--- src/rtl/atapi_pio_pkg.sv ---
// Shared constants and phase type for the packet PIO read controller.
package atapi_pio_pkg;
    typedef enum logic [2:0] {
        PH_IDLE, PH_CMDBSY, PH_PKT, PH_DECODE, PH_BSTART, PH_FETCH, PH_DATA
    } phase_t;

    localparam logic [7:0] OPC_PACKET = 8'hA0;
    localparam logic [7:0] OPC_READ10 = 8'h28;

    localparam logic [2:0] ADR_DATA = 3'd0;
    localparam logic [2:0] ADR_FEAT = 3'd1;   // write feature, read error
    localparam logic [2:0] ADR_ALT  = 3'd2;   // status mirror, no side effect
    localparam logic [2:0] ADR_BCLO = 3'd4;
    localparam logic [2:0] ADR_BCHI = 3'd5;
    localparam logic [2:0] ADR_CMD  = 3'd7;   // write command, read status
endpackage

--- src/rtl/atapi_pkt_sink.sv ---
// Collects the command packet as 16-bit words and decodes the READ(10)
// fields. Assumes WORDS >= 5; words arrive low byte first.
module atapi_pkt_sink #(
    parameter int WORDS = 6
) (
    input  logic        clk,
    input  logic        rst_n,
    input  logic        clear,
    input  logic        wr_en,
    input  logic [15:0] wdata,
    output logic        full,
    output logic [7:0]  opcode,
    output logic [31:0] lba,
    output logic [15:0] nblk
);
    localparam int CW = $clog2(WORDS + 1);

    logic [15:0]   words_q [WORDS];
    logic [CW-1:0] cnt_q;
    logic          unused_bytes;

    // Store each written word in its slot and count arrivals.
    always_ff @(posedge clk) begin
        if (!rst_n) begin
            cnt_q <= '0;
            for (int i = 0; i < WORDS; i++) words_q[i] <= '0;
        end else if (clear) begin
            cnt_q <= '0;
        end else if (wr_en && !full) begin
            for (int i = 0; i < WORDS; i++)
                if (cnt_q == CW'(i)) words_q[i] <= wdata;
            cnt_q <= cnt_q + 1'b1;
        end
    end

    assign full   = (cnt_q == CW'(WORDS));
    assign opcode = words_q[0][7:0];
    assign lba    = {words_q[1][7:0], words_q[1][15:8], words_q[2][7:0], words_q[2][15:8]};
    assign nblk   = {words_q[3][15:8], words_q[4][7:0]};
    assign unused_bytes = ^{words_q[0][15:8], words_q[3][7:0], words_q[4][15:8], words_q[WORDS-1]};
endmodule

--- src/rtl/atapi_burst_size.sv ---
// Turns the latched host limit into an even burst limit and picks the
// next burst length. Purely combinational.
module atapi_burst_size #(
    parameter int BC_W  = 16,
    parameter int REM_W = 27
) (
    input  logic [BC_W-1:0]  limit,
    input  logic [REM_W-1:0] remaining,
    output logic [BC_W-1:0]  eff_limit,
    output logic [BC_W-1:0]  burst
);
    localparam logic [BC_W-1:0] MAX_EVEN = {{(BC_W-1){1'b1}}, 1'b0};

    // Clear bit 0; a zero result means the largest even size.
    always_comb begin
        eff_limit = {limit[BC_W-1:1], 1'b0};
        if (eff_limit == '0) eff_limit = MAX_EVEN;
        burst = (remaining < REM_W'(eff_limit)) ? remaining[BC_W-1:0] : eff_limit;
    end
endmodule

--- src/rtl/atapi_pio_ctrl.sv ---
// Device-side controller for a packet read in PIO mode: takes the limit
// and opcode, gathers the packet, requests blocks and streams them in
// bursts. Assumes the host reads data only while data request is shown.
module atapi_pio_ctrl
    import atapi_pio_pkg::*;
#(
    parameter int BLK_LG2 = 11
) (
    input  logic        clk,
    input  logic        rst_n,
    input  logic        reg_wr,
    input  logic        reg_rd,
    input  logic [2:0]  reg_addr,
    input  logic [15:0] reg_wdata,
    output logic [15:0] reg_rdata,
    output logic        irq,
    output logic        rd_req,
    output logic [31:0] rd_lba,
    output logic [15:0] rd_blocks,
    input  logic        src_valid,
    input  logic [7:0]  src_data,
    output logic        src_ready
);
    localparam int CNT_W = 16;
    localparam int BC_W  = 16;
    localparam int REM_W = CNT_W + BLK_LG2;

    phase_t           phase_q;
    logic             dma_q, err_q, irq_q, hi_q, first_q, rd_req_q;
    logic [BC_W-1:0]  bc_q, lim_q, left_q, eff_lim, burst;
    logic [REM_W-1:0] rem_q;
    logic [15:0]      word_q, blk_q;
    logic [31:0]      lba_q;
    logic [7:0]       stat_w, pkt_opc;
    logic [31:0]      pkt_lba;
    logic [15:0]      pkt_nblk;
    logic             pkt_full, bsy, drq;

    wire wr_cmd  = reg_wr && reg_addr == ADR_CMD;
    wire rd_stat = reg_rd && reg_addr == ADR_CMD;
    wire rd_data = reg_rd && reg_addr == ADR_DATA;

    atapi_pkt_sink #(.WORDS(6)) u_sink (
        .clk(clk), .rst_n(rst_n), .clear(phase_q == PH_IDLE),
        .wr_en(reg_wr && reg_addr == ADR_DATA && phase_q == PH_PKT),
        .wdata(reg_wdata), .full(pkt_full), .opcode(pkt_opc),
        .lba(pkt_lba), .nblk(pkt_nblk)
    );

    atapi_burst_size #(.BC_W(BC_W), .REM_W(REM_W)) u_size (
        .limit(lim_q), .remaining(rem_q), .eff_limit(eff_lim), .burst(burst)
    );

    // Status byte: busy, ready, fault, data request, error.
    always_comb begin
        bsy    = phase_q inside {PH_CMDBSY, PH_DECODE, PH_BSTART, PH_FETCH};
        drq    = phase_q inside {PH_PKT, PH_DATA};
        stat_w = {bsy, 1'b1, 1'b0, 1'b0, drq, 2'b00, err_q};
    end

    // Read-data multiplexer.
    always_comb begin
        unique case (reg_addr)
            ADR_DATA:         reg_rdata = word_q;
            ADR_FEAT:         reg_rdata = {13'd0, err_q, 2'b00};
            ADR_ALT, ADR_CMD: reg_rdata = {8'd0, stat_w};
            ADR_BCLO:         reg_rdata = {8'd0, bc_q[7:0]};
            ADR_BCHI:         reg_rdata = {8'd0, bc_q[15:8]};
            default:          reg_rdata = '0;
        endcase
    end

    // Command sequencer, burst counting and interrupt (set beats clear).
    always_ff @(posedge clk) begin
        if (!rst_n) begin
            phase_q <= PH_IDLE; dma_q <= 1'b0; err_q <= 1'b0; irq_q <= 1'b0;
            hi_q <= 1'b0; first_q <= 1'b0; rd_req_q <= 1'b0;
            bc_q <= '0; lim_q <= '0; left_q <= '0; rem_q <= '0;
            word_q <= '0; blk_q <= '0; lba_q <= '0;
        end else begin
            rd_req_q <= 1'b0;
            if (rd_stat) irq_q <= 1'b0;
            if (reg_wr && reg_addr == ADR_FEAT) dma_q <= reg_wdata[0];
            if (reg_wr && reg_addr == ADR_BCLO) bc_q[7:0] <= reg_wdata[7:0];
            if (reg_wr && reg_addr == ADR_BCHI) bc_q[15:8] <= reg_wdata[7:0];
            unique case (phase_q)
                PH_IDLE: if (wr_cmd && reg_wdata[7:0] == OPC_PACKET) begin
                    lim_q <= bc_q;
                    err_q <= dma_q;
                    if (dma_q) irq_q <= 1'b1;
                    else       phase_q <= PH_CMDBSY;
                end
                PH_CMDBSY: phase_q <= PH_PKT;
                PH_PKT:    if (pkt_full) phase_q <= PH_DECODE;
                PH_DECODE: begin
                    if (pkt_opc != OPC_READ10) begin
                        err_q <= 1'b1; irq_q <= 1'b1; phase_q <= PH_IDLE;
                    end else if (pkt_nblk == '0) begin
                        irq_q <= 1'b1; phase_q <= PH_IDLE;
                    end else begin
                        rd_req_q <= 1'b1; lba_q <= pkt_lba; blk_q <= pkt_nblk;
                        rem_q <= REM_W'(pkt_nblk) << BLK_LG2;
                        phase_q <= PH_BSTART;
                    end
                end
                PH_BSTART: begin
                    left_q <= burst; bc_q <= burst;
                    first_q <= 1'b1; hi_q <= 1'b0; phase_q <= PH_FETCH;
                end
                PH_FETCH: if (src_valid) begin
                    if (!hi_q) word_q <= {8'h00, src_data};
                    else       word_q[15:8] <= src_data;
                    left_q <= left_q - 1'b1;
                    rem_q  <= rem_q - 1'b1;
                    hi_q   <= !hi_q;
                    if (hi_q || left_q == BC_W'(1)) begin
                        phase_q <= PH_DATA; hi_q <= 1'b0; first_q <= 1'b0;
                        if (first_q) irq_q <= 1'b1;
                    end
                end
                PH_DATA: if (rd_data) begin
                    if (left_q != '0)     phase_q <= PH_FETCH;
                    else if (rem_q != '0) phase_q <= PH_BSTART;
                    else begin irq_q <= 1'b1; phase_q <= PH_IDLE; end
                end
                default: phase_q <= PH_IDLE;
            endcase
        end
    end

    assign irq       = irq_q;
    assign rd_req    = rd_req_q;
    assign rd_lba    = lba_q;
    assign rd_blocks = blk_q;
    assign src_ready = (phase_q == PH_FETCH);
endmodule

--- config.mk ---
export PLATFORM = sky130hd
export DESIGN_NAME = atapi_pio_ctrl
export DESIGN_NICKNAME = d
export VERILOG_FILES = /design/src/rtl/atapi_pio_pkg.sv /design/src/rtl/atapi_pkt_sink.sv /design/src/rtl/atapi_burst_size.sv /design/src/rtl/atapi_pio_ctrl.sv
export SDC_FILE = /design/constraint.sdc
export NUM_CORES = 1
export LEC_CHECK = 0
export BUFFER_PORTS_ARGS = -buffer_cell sky130_fd_sc_hd__buf_2
export CAP_MARGIN = 5
export CORE_MARGIN = 2
export CORE_UTILIZATION = 38
export CTS_BUF_LIST = sky130_fd_sc_hd__clkbuf_4 sky130_fd_sc_hd__clkbuf_8
export DETAILED_ROUTE_END_ITERATION = 8
export PLACE_DENSITY = 0.57
export SLEW_MARGIN = 20
export SYNTH_ARGS = -nofsm -noshare
export SYNTH_HDL_FRONTEND = slang
export SYNTH_SLANG_ARGS = --single-unit
--- constraint.sdc ---
create_clock -name clk -period 3.4 [get_ports clk]
set_input_delay 0.85 -clock clk [delete_from_list [all_inputs] [get_ports clk]]
set_output_delay 0.85 -clock clk [all_outputs]
set_load 0.01 [all_outputs]
==> out/metrics.yaml, run 1 <==
run_status:
  status: "finished, final reports clean"
worst_setup_path:
  path_max_fanout: 11
  critPathKind: "flip-flop to flip-flop"
  cpMostUsedCell: "a211o_1"
  crit_path_max_incr_delay_ns: 0.36
  crit_family: "simple AND/OR/NAND/NOR gates"
  critPathLaunchType: "flip-flop"
  cp.arrival_ns: 3.69
  cp-end-kind: "flip-flop"
  slowest_stage: "and4_4"
  path_buf_inv: 1
  crit_chain: "nor4_4 > and4_4 > nor2_1 > ha_1 > and4_1 > and3_1 > a211o_1 > a211o_1 > buf_4 > mux2_4 > a21oi_2"
  required_ns: 3.87
placed_design:
  routabilityCongestion: 0.909
  io_buffers: 98
  dpl_cell_area_sq_um: 11500
  dp_cells: 1635
  dp_hpwl_microns: 23900
synth:
  synth-seq-cells: 206
  seq_area_frac_synth_pct: 44.9
  synth_edf_count: 56
  synth_area_sq_um: 10400
  synth.distinct_cells: 71
  ys_async_sr_fraction_pct: 0
  synth_area_leaders: "dfxtp_1 (29%), edfxtp_1 (16%), nand2_1 (6.8%), a21oi_1 (6.5%), and2_1 (4.1%)"
  synth_nets: 1262
  ys_warn_count: 0
  yosysTopAreaCell: "dfxtp_1"
  synth_commonest_cells: "nand2_1 (190), dfxtp_1 (150), a21oi_1 (135)"
  synthFlopType: "dfxtp_1"
  postSynthAreaPerCell_sq_um: 8.64
  synthMostInstantiatedCell: "nand2_1"
  synth.top_cell.area_share_pct: 28.8
  syn_inst: 1208
drt:
  vias: 9509
  ant_nets: 0
  drc: 0
  via_per_inst: 5.58
  wl_per_cell_microns: 19.7
  first_pass_iters: 5
  first_iter_violations: 782
  wl_microns: 33500
cells_and_area:
  area_growth_pct: 18.3
  nets: 1388
  utilization_pct: 45.8
  finalInstanceArea_sq_um: 12300
  fillers: 2676
  finalNonFillerCells: 1704
  drive_above_1_share_pct: 19.2
pwr:
  leakage_uw: 0.00491
  ir_drop_v: 0.000238
  power_density_nw_per_um2: 424
  finalPower_uw: 5230
grt:
  grt_pass1_wl_microns: 52600
  grt.overflow.total: 0
  grt.met1_usage_pct: 31.4
  globalRoute.busiestLayer: "met2"
  grt_pass1_vias: 9131
  grt_usage_pct: 23.3
  grt_max_degree: 73
  grt_use_met3_pct: 3.57
  antenna_found_initial: 0
  grtUsageMet2_pct: 38.8
floorplan:
  std_cell_rows: 60
  coreArea_sq_um: 27000
  dieArea_sq_um: 28800
  die_x_microns: 170
  initial_core_util_pct: 38.7
  ios: 99
  die_y_microns: 170
sta:
  skew_ns: 0.0195
  finalCritPeriodShare_pct: 94.8
  drv_slew: 0
  finalHoldViolCount: 0
  min_period_ns: 3.22
  tns_ns: 0
  worstMarginPinSlew_ns: 0.890
  max_freq_mhz: 310
  maxSlewHeadroom_pct: 40.5
  finalSetupViolCount: 0
worst_hold_path:
  hold_path_class: "flip-flop to flip-flop"
clocking:
  cts_buffers: 36
  clkSinkCount: 206
  cts_max_path_buffers: 3
  root_buffer: "clkbuf_8"
  cts_tree: "done"
  holdBufCountCts: 0
  clkLatencyLatePin_ns: 0.54
  h-tree-depth: 2
  clkTransAtPathRegs_ns: 0.06
job:
  maxCapViolations: 0
cells in the final DEF, fill, tap and decap left out, types with 4 or more instances in the layout:
cell      count
clkbuf_8     42
nor4_1       16
a21oi_1     135
inv_1        31
or3_1         6
nor2_1       99
o21ai_0      54
or4_1         5
mux2_2        5
a21o_1        6
o21a_1        5
dfxtp_1     150
nor4_4        5
and2_1       68
a211oi_1      8
clkinv_2      4
a221o_1       5
xnor2_1       9
edfxtp_1     56
ha_1         22
clkbuf_4     15
nand4_1      12
and3_1       11
o211ai_1     22
a31oi_1       7
o21ai_1       4
nand3_1      33
buf_4        67
buf_2        98
nor3_1       14
and4_1        8
o22ai_1       7
nand2b_1     12
o31ai_1       5
mux2i_1      39
o221ai_1     13
nand2_1     190
cell families (layout without fill, tap and decap cells):
kind of cell,after synthesis,after routing,synth area share (%)
fa+ha+maj,22,22,2.64
xor+xnor,11,11,0.923
mux,49,49,5.03
flops,206,206,44.9
simple gates,498,498,23.7
other cells,0,1,0
compound gates,311,311,18.5
buf+inv,111,265,4.32
repair_timing:
action / CTS / global route
pin swaps: 0 / 2
cloned: 0 / 0
resized for setup: 2 / 3
setup buffers: 0 / 2
endpoints found under the setup margin: 22 / 32
routing by layer:
metal  share of wire, %  wire, microns
met5                  0              0
met1                 45          15100
met4                1.9            640
met2                 48          16000
met3                5.3           1790
final cells by class:
cell class	instances	area, sq um	area share, %
clock inverter	9	80.1	0.649
clock buffer	57	691	5.59
tap	341	427	3.46
sequential	206	4680	37.9
inverter	33	125	1.01
multi-input combinational	891	5320	43.1
antenna	1	2.50	0.0203
timing repair buffer	166	1010	8.21
registers in the layout, summed over array words and instances (netlist names):
signal          flops
u_sink.words_q     56
rd_lba             32
rem_q              27
bc_q               16
left_q             16
rd_blocks          16
word_q             16
lim_q              15
phase_q             3
u_sink.cnt_q        3
dma_q               1
err_q               1
first_q             1
hi_q                1
irq                 1
rd_req              1
worst reg2reg max path, stage by stage, from the launching register on:
cell	delay, ns
dfxtp_1	0.35
nor4_4	0.35
and4_4	0.36
nor2_1	0.08
ha_1	0.30
and4_1	0.23
and3_1	0.20
a211o_1	0.36
a211o_1	0.32
buf_4	0.19
mux2_4	0.31
a21oi_2	0.12
metrics by stage:
step,setup WS (ns),hold slack (ns)
final,0.177,0.449
after CTS,0.0928,0.449
after floorplan,-0.0302,0.427
after global routing,-0.00515,0.467
after detailed placement,-0.0535,0.441
after global placement,-0.0157,0.436
worst paths after layout:
path                              startpoint            to  slack, ns  cells past startpoint
worst min-delay path            rd_blocks[6]  rd_blocks[6]       0.45                      2
worst max register to register      lim_q[1]    left_q[10]       0.18                     11
worst min register to register  rd_blocks[6]  rd_blocks[6]       0.45                      2
worst max-delay path                lim_q[1]    left_q[10]       0.18                     11
power breakdown:
group | internal [uW] | switching [uW]
clock network | 1380 | 1050
registers | 2550 | 33.7
logic | 74.2 | 149
Note: power is estimated with default switching activity, not from simulation.
==> run 2, diff against run 1 <==
- PLACE_DENSITY: 0.57 -> 0.55
- clock period: 3.4 -> 3.6 ns (I/O delays scaled with it)
==> run 2 against run 1 <==
  * Clock power decreased by 4%
  * Power fell by 5.1%
  * Via count shrank 0.65%
  * Register-to-register slack about the same
  * Die area unchanged
  * Routed wire length decreased by 0.47%
  * Sequential power shrank 5%
  * Count of clock-buffer cells in the layout unchanged
  * Largest cell class unchanged
  * Largest power group unchanged
  * Highest routed layer unchanged
==> out/metrics.yaml, run 2 (synthesis results as in run 1) <==
sta:
  setup_ws_ns: 0.177  # +0.000294 ns
  drv_slew: 0  # unchanged
  maxSlewHeadroom_pct: 33.4  # -7.1 points
  max_freq_mhz: 292  # -5.8%
  skew_ns: 0.0158  # -0.00377 ns
  tns_ns: 0  # unchanged
  rsz0062_at_grt: "no"
  worstMarginPinSlew_ns: 0.989  # +0.0984 ns
  finalSetupViolCount: 0  # unchanged
  finalHoldViolCount: 0  # unchanged
  finalCritPeriodShare_pct: 95.1  # +0.28 points
  min_period_ns: 3.42  # +0.200 ns
floorplan:
  ios: 99  # unchanged
  die_x_microns: 170  # unchanged
  initial_core_util_pct: 38.7  # unchanged
  coreArea_sq_um: 27000  # unchanged
  std_cell_rows: 60  # unchanged
  die_y_microns: 170  # unchanged
  dieArea_sq_um: 28800  # unchanged
worst_setup_path:
  cp-end-kind: "flip-flop"
  required_ns: 4.06  # +0.19 ns
  cp.arrival_ns: 3.88  # +0.19 ns
  critPathLaunchType: "flip-flop"
  path_max_fanout: 12  # +1
  critPathKind: "flip-flop to flip-flop"
cells_and_area:
  drive_above_1_share_pct: 18.1  # -1.2 points
  largest_register_ffs: 56  # unchanged
  top_register: "u_sink.words_q"
  insertedDiodeCount: 0  # -1
  finalNonFillerCells: 1686  # -1.1%
  mostFrequentLayoutCells: "nand2_1 (190), dfxtp_1 (150), a21oi_1 (135), nor2_1 (100), buf_2 (98)"
  area_growth_pct: 17.1
  finalInstanceArea_sq_um: 12200  # -0.99%
  layout_commonest_cell: "nand2_1"
  nets: 1373  # -1.1%
clocking:
  cts_tree: "done"
  clkSinkCount: 206  # unchanged
  clkLatencyLatePin_ns: 0.54  # about the same
  root_buffer: "clkbuf_8"
  clkTransAtPathRegs_ns: 0.06  # about the same
  cts_max_path_buffers: 3  # unchanged
  cts_buffers: 37  # +2.8%
  cts_setup_buffers: 0  # unchanged
  h-tree-depth: 2  # unchanged
placed_design:
  dp_cells: 1621  # -0.86%
  dpl_cell_area_sq_um: 11400  # -0.91%
  dp_hpwl_microns: 23700  # -0.81%
  pre_cts_ws_ns: 0.184  # +0.237 ns
  routabilityCongestion: 0.898  # -1.2%
  io_buffers: 98  # unchanged
grt:
  grt_pass1_wl_microns: 51500  # -2.0%
  grt_max_degree: 112  # +53%
  grt_pass1_vias: 8900  # -2.5%
  grt.overflow.total: 0  # unchanged
  grt_usage_pct: 22.9  # -0.35 points
  antenna_found_initial: 1  # +1
pwr:
  ir_drop_v: 0.000242  # +1.7%
  leakage_uw: 0.00483  # -1.6%
  finalPower_uw: 4970  # -5.1%
  power_density_nw_per_um2: 406  # -4.1%
drt:
  first_pass_iters: 5  # unchanged
  via_per_inst: 5.60  # +0.41%
  ant_nets: 0  # unchanged
  vias: 9447  # -0.65%
  drc: 0  # unchanged
  wl_microns: 33400  # -0.47%
  first_iter_violations: 700  # -10%
  wl_per_cell_microns: 19.8  # +0.59%
run_status:
  status: "finished, final reports clean"
worst_hold_path:
  hold_path_class: "flip-flop to flip-flop"
job:
  maxCapViolations: 0  # unchanged
-- run 2: changes by cell type in the layout (fill, tap and decap cells not counted), sizes merged --
cell	previous run	this run
buf	166	150
clkinvlp	1	0
diode	1	0
-- run 2: layer usage --
metal,up-vias,part of all wire (%),track usage [%]
met3,58,6.1,3.78
met1,4524,44,30.8
met4,0,2.6,7.47
li1,4563,-,-
met5,-,0,0
met2,302,47,37.7
-- run 2: layout make-up --
class                      count  area [sq um]
fill                        2709         14700
multi-input combinational    891          5320
sequential                   206          4680
timing repair buffer         150           893
clock buffer                  57           703
tap                          341           427
inverter                      33           125
clock inverter                 8          72.6
-- run 2: final timing paths --
kind | startpoint | endpoint | slack, ns | cells past startpoint
max | lim_q[4] | bc_q[4] | 0.18 | 12
min | word_q[15] | word_q[15] | 0.45 | 2
max reg2reg | lim_q[4] | bc_q[4] | 0.18 | 12
min reg2reg | word_q[15] | word_q[15] | 0.45 | 2
-- run 2: worst max-delay path, cell delays in order, from the launching register on --
cell and delay [ns]:
dfxtp_1 0.36, nor4_4 0.34, and4_1 0.48, nor2_1 0.12, ha_1 0.33, and4_1 0.25
a31oi_1 0.12, a21oi_1 0.34, nor2_1 0.07, buf_4 0.19, or3_1 0.38, buf_4 0.19
o211ai_1 0.17
-- run 2: power by group --
part           internal (uW)  total, uW  switching (uW)
clock                   1320       2330            1010
sequential              2410       2440            31.2
combinational           66.7        199             132
-- run 2: what timing repair did --
item	in CTS	in global routing
gates resized for setup	0	3
hold buffers	0	0
endpoints found under the hold margin	0	0
setup endpoints to repair	0	6
-- run 2: stage by stage --
stage,util (%),hold slack (ns)
after floorplan,-,0.427
after global placement,42.4,0.434
after detailed placement,42.4,0.442
after CTS,45.3,0.447
after global routing,45.4,0.473
final,45.4,0.447
==> run 3, diff against run 2 <==
==> constraint.sdc (replaced) <==
create_clock -name clk -period 3.63 [get_ports clk]
set_input_delay 0.1815 -clock clk [delete_from_list [all_inputs] [get_ports clk]]
set_output_delay 0.1815 -clock clk [all_outputs]
set_load 0.01 [all_outputs]
==> run 3 against run 2 <==
  * Setup slack improved by 0.085 ns
  * Largest power group unchanged
  * Sequential share of layout area shrank 0.58 points
  * Maximum frequency rose by 1.6%
==> out/metrics.yaml, run 3 (synthesis results as in run 1) <==
run_status:
  status: "finished, final reports clean"
worst_hold_path:
  hold_path_class: "input pin to flip-flop"
  holdPathEnd: "dma_q"
  hp-start: "reg_wdata[0]"
  hold_depth: 3  # +1
grt:
  grt_pass1_vias: 9151  # +2.8%
  grt_usage_pct: 23.0  # +0.069 points
  grt_pass1_wl_microns: 51800  # +0.60%
  grt_max_degree: 61  # -46%
  antenna_found_initial: 0  # -1
  grt.overflow.total: 0  # unchanged
worst_setup_path:
  cp-end-kind: "flip-flop"
  crit_chain: "nor4_4 > and4_2 > nor2_1 > ha_1 > and4_1 > and3_1 > a211o_1 > nor2_1 > buf_4 > or3_1 > o211ai_1"
  required_ns: 4.07  # about the same
  cp.arrival_ns: 3.81  # -0.07 ns
  rrSetupSlack_ns: 0.26  # +0.09 ns
  cpMostUsedCell: "nor2_1"
  critPathKind: "flip-flop to flip-flop"
  crit_path_max_incr_delay_ns: 0.59  # +0.11 ns
  r2r-end: "bc_q[1]"
  path_max_fanout: 12  # unchanged
  timing.rr.start: "lim_q[4]"
  critPathLaunchType: "flip-flop"
  slowest_stage: "or3_1"
  reg2regPathDepth: 11  # -1
pwr:
  leakage_uw: 0.00491  # +1.7%
  ir_drop_v: 0.000269  # +11%
  power_density_nw_per_um2: 399  # -1.8%
floorplan:
  coreArea_sq_um: 27000  # unchanged
  die_x_microns: 170  # unchanged
  die_y_microns: 170  # unchanged
  ios: 99  # unchanged
  dieArea_sq_um: 28800  # unchanged
  std_cell_rows: 60  # unchanged
  initial_core_util_pct: 38.7  # unchanged
sta:
  worstMarginPinSlew_ns: 0.871  # -0.118 ns
  drv_slew: 0  # unchanged
  min_period_ns: 3.37  # -0.0554 ns
  rsz0062_at_grt: "no"
  finalCritPeriodShare_pct: 92.8  # -2.3 points
  skew_ns: 0.0189  # +0.00316 ns
  finalSetupViolCount: 0  # unchanged
  setup_ws_ns: 0.263  # +0.0854 ns
  finalHoldViolCount: 0  # unchanged
  maxSlewHeadroom_pct: 41.8  # +8.4 points
  whs_ns: 0.0734  # -0.374 ns
  max_freq_mhz: 297  # +1.6%
  tns_ns: 0  # unchanged
clocking:
  root_buffer: "clkbuf_8"
  cts_max_path_buffers: 3  # unchanged
  cts_buffers: 38  # +2.7%
  clkSinkCount: 206  # unchanged
  clkTransAtPathRegs_ns: 0.06  # about the same
  cts_tree: "done"
  clkLatencyLatePin_ns: 0.54  # about the same
  h-tree-depth: 2  # unchanged
cells_and_area:
  drive_above_1_share_pct: 18.1  # about the same
  top_register: "u_sink.words_q"
  largest_register_ffs: 56  # unchanged
  nets: 1392  # +1.4%
  mostFrequentLayoutCells: "nand2_1 (190), dfxtp_1 (150), a21oi_1 (135), nor2_1 (100), buf_2 (98)"
  area_growth_pct: 18.9
  insertedDiodeCount: 0  # unchanged
  layout_commonest_cell: "nand2_1"
placed_design:
  dp_hpwl_microns: 23600  # -0.62%
  routabilityCongestion: 0.867  # -3.5%
  pre_cts_ws_ns: 0.208  # +0.0240 ns
  io_buffers: 98  # unchanged
drt:
  wl_microns: 33400  # about the same
  drc: 0  # unchanged
  wl_per_cell_microns: 19.6  # -1.2%
  via_per_inst: 5.59  # -0.15%
  first_iter_violations: 661  # -5.6%
  first_pass_iters: 5  # unchanged
  vias: 9550  # +1.1%
  ant_nets: 0  # unchanged
job:
  maxCapViolations: 0  # unchanged
[run 3: changes by cell type in the layout (fill, tap and decap cells not counted), sizes merged]
cell         before  now
buf             150  152
bufinv            1    0
clkbuf           57   59
clkinv            6    8
clkinvlp          0    1
dlygate4sd3       0   16
inv              34   33
[run 3: where the power goes]
part           switching (uW)  internal, uW
Sequential               31.9          2390
Clock                    1020          1310
Combinational             136          76.1
Total                    1180          3770
[run 3: critical path, delay by kind of cell, from the launching register on]
family          cells  cell delay (ns)
simple gates        7             1.95
compound gates      2             0.47
flops               1             0.35
fa+ha+maj           1             0.32
buf+inv             1             0.18
[run 3: how the worst max path moves through the flow]
stage               slack (ns)       from    endpoint  cells past startpoint
global placement          0.25  lim_q[12]     bc_q[3]                     11
floorplan                 0.53   lim_q[1]   left_q[5]                     12
finish                    0.26   lim_q[4]     bc_q[1]                     11
global route              0.02   lim_q[4]     bc_q[1]                     11
CTS                       0.18  lim_q[12]   left_q[7]                     11
detailed placement        0.21  lim_q[12]  left_q[11]                     11
[run 3: metrics by stage]
step / utilization (%) / instances / instance area (sq um) / power [uW]
2_1_floorplan: - / 1208 / 10400 / 2570
5_1_grt: 46.0 / 1707 / 12400 / 5130
6_report: 46.0 / 1707 / 12400 / 4960
4_1_cts: 46.0 / 1706 / 12400 / 5000
3_5_place_dp: 42.5 / 1622 / 11400 / 2670
3_3_place_gp: 42.5 / 1622 / 11400 / 2660
[run 3: per-layer routing]
| metal | vias to the layer above | GRT usage [%] | part of all wire, % |
|---|---|---|---|
| met5 | - | 0 | 0 |
| met4 | 0 | 8.44 | 3.1 |
| met3 | 64 | 3.71 | 5.7 |
| met2 | 315 | 38.3 | 47 |
| met1 | 4564 | 30.2 | 44 |
| li1 | 4607 | - | - |
[run 3: layout make-up]
class / count / area [sq um]
clock inverters: 9 / 50.0
flip-flops and latches: 206 / 4680
well taps: 341 / 427
repair buffers: 168 / 1070
clock buffers: 59 / 743
fillers: 2723 / 14500
inverters: 33 / 125
multi-input cells: 891 / 5310
[run 3: repair_timing]
| action | in CTS | in global routing |
|---|---|---|
| hold buffers | 16 | 0 |
| setup endpoints to repair | 0 | 19 |
| gates resized for setup | 0 | 2 |
| hold endpoints to repair | 40 | 0 |
| buffers inserted | 0 | 1 |
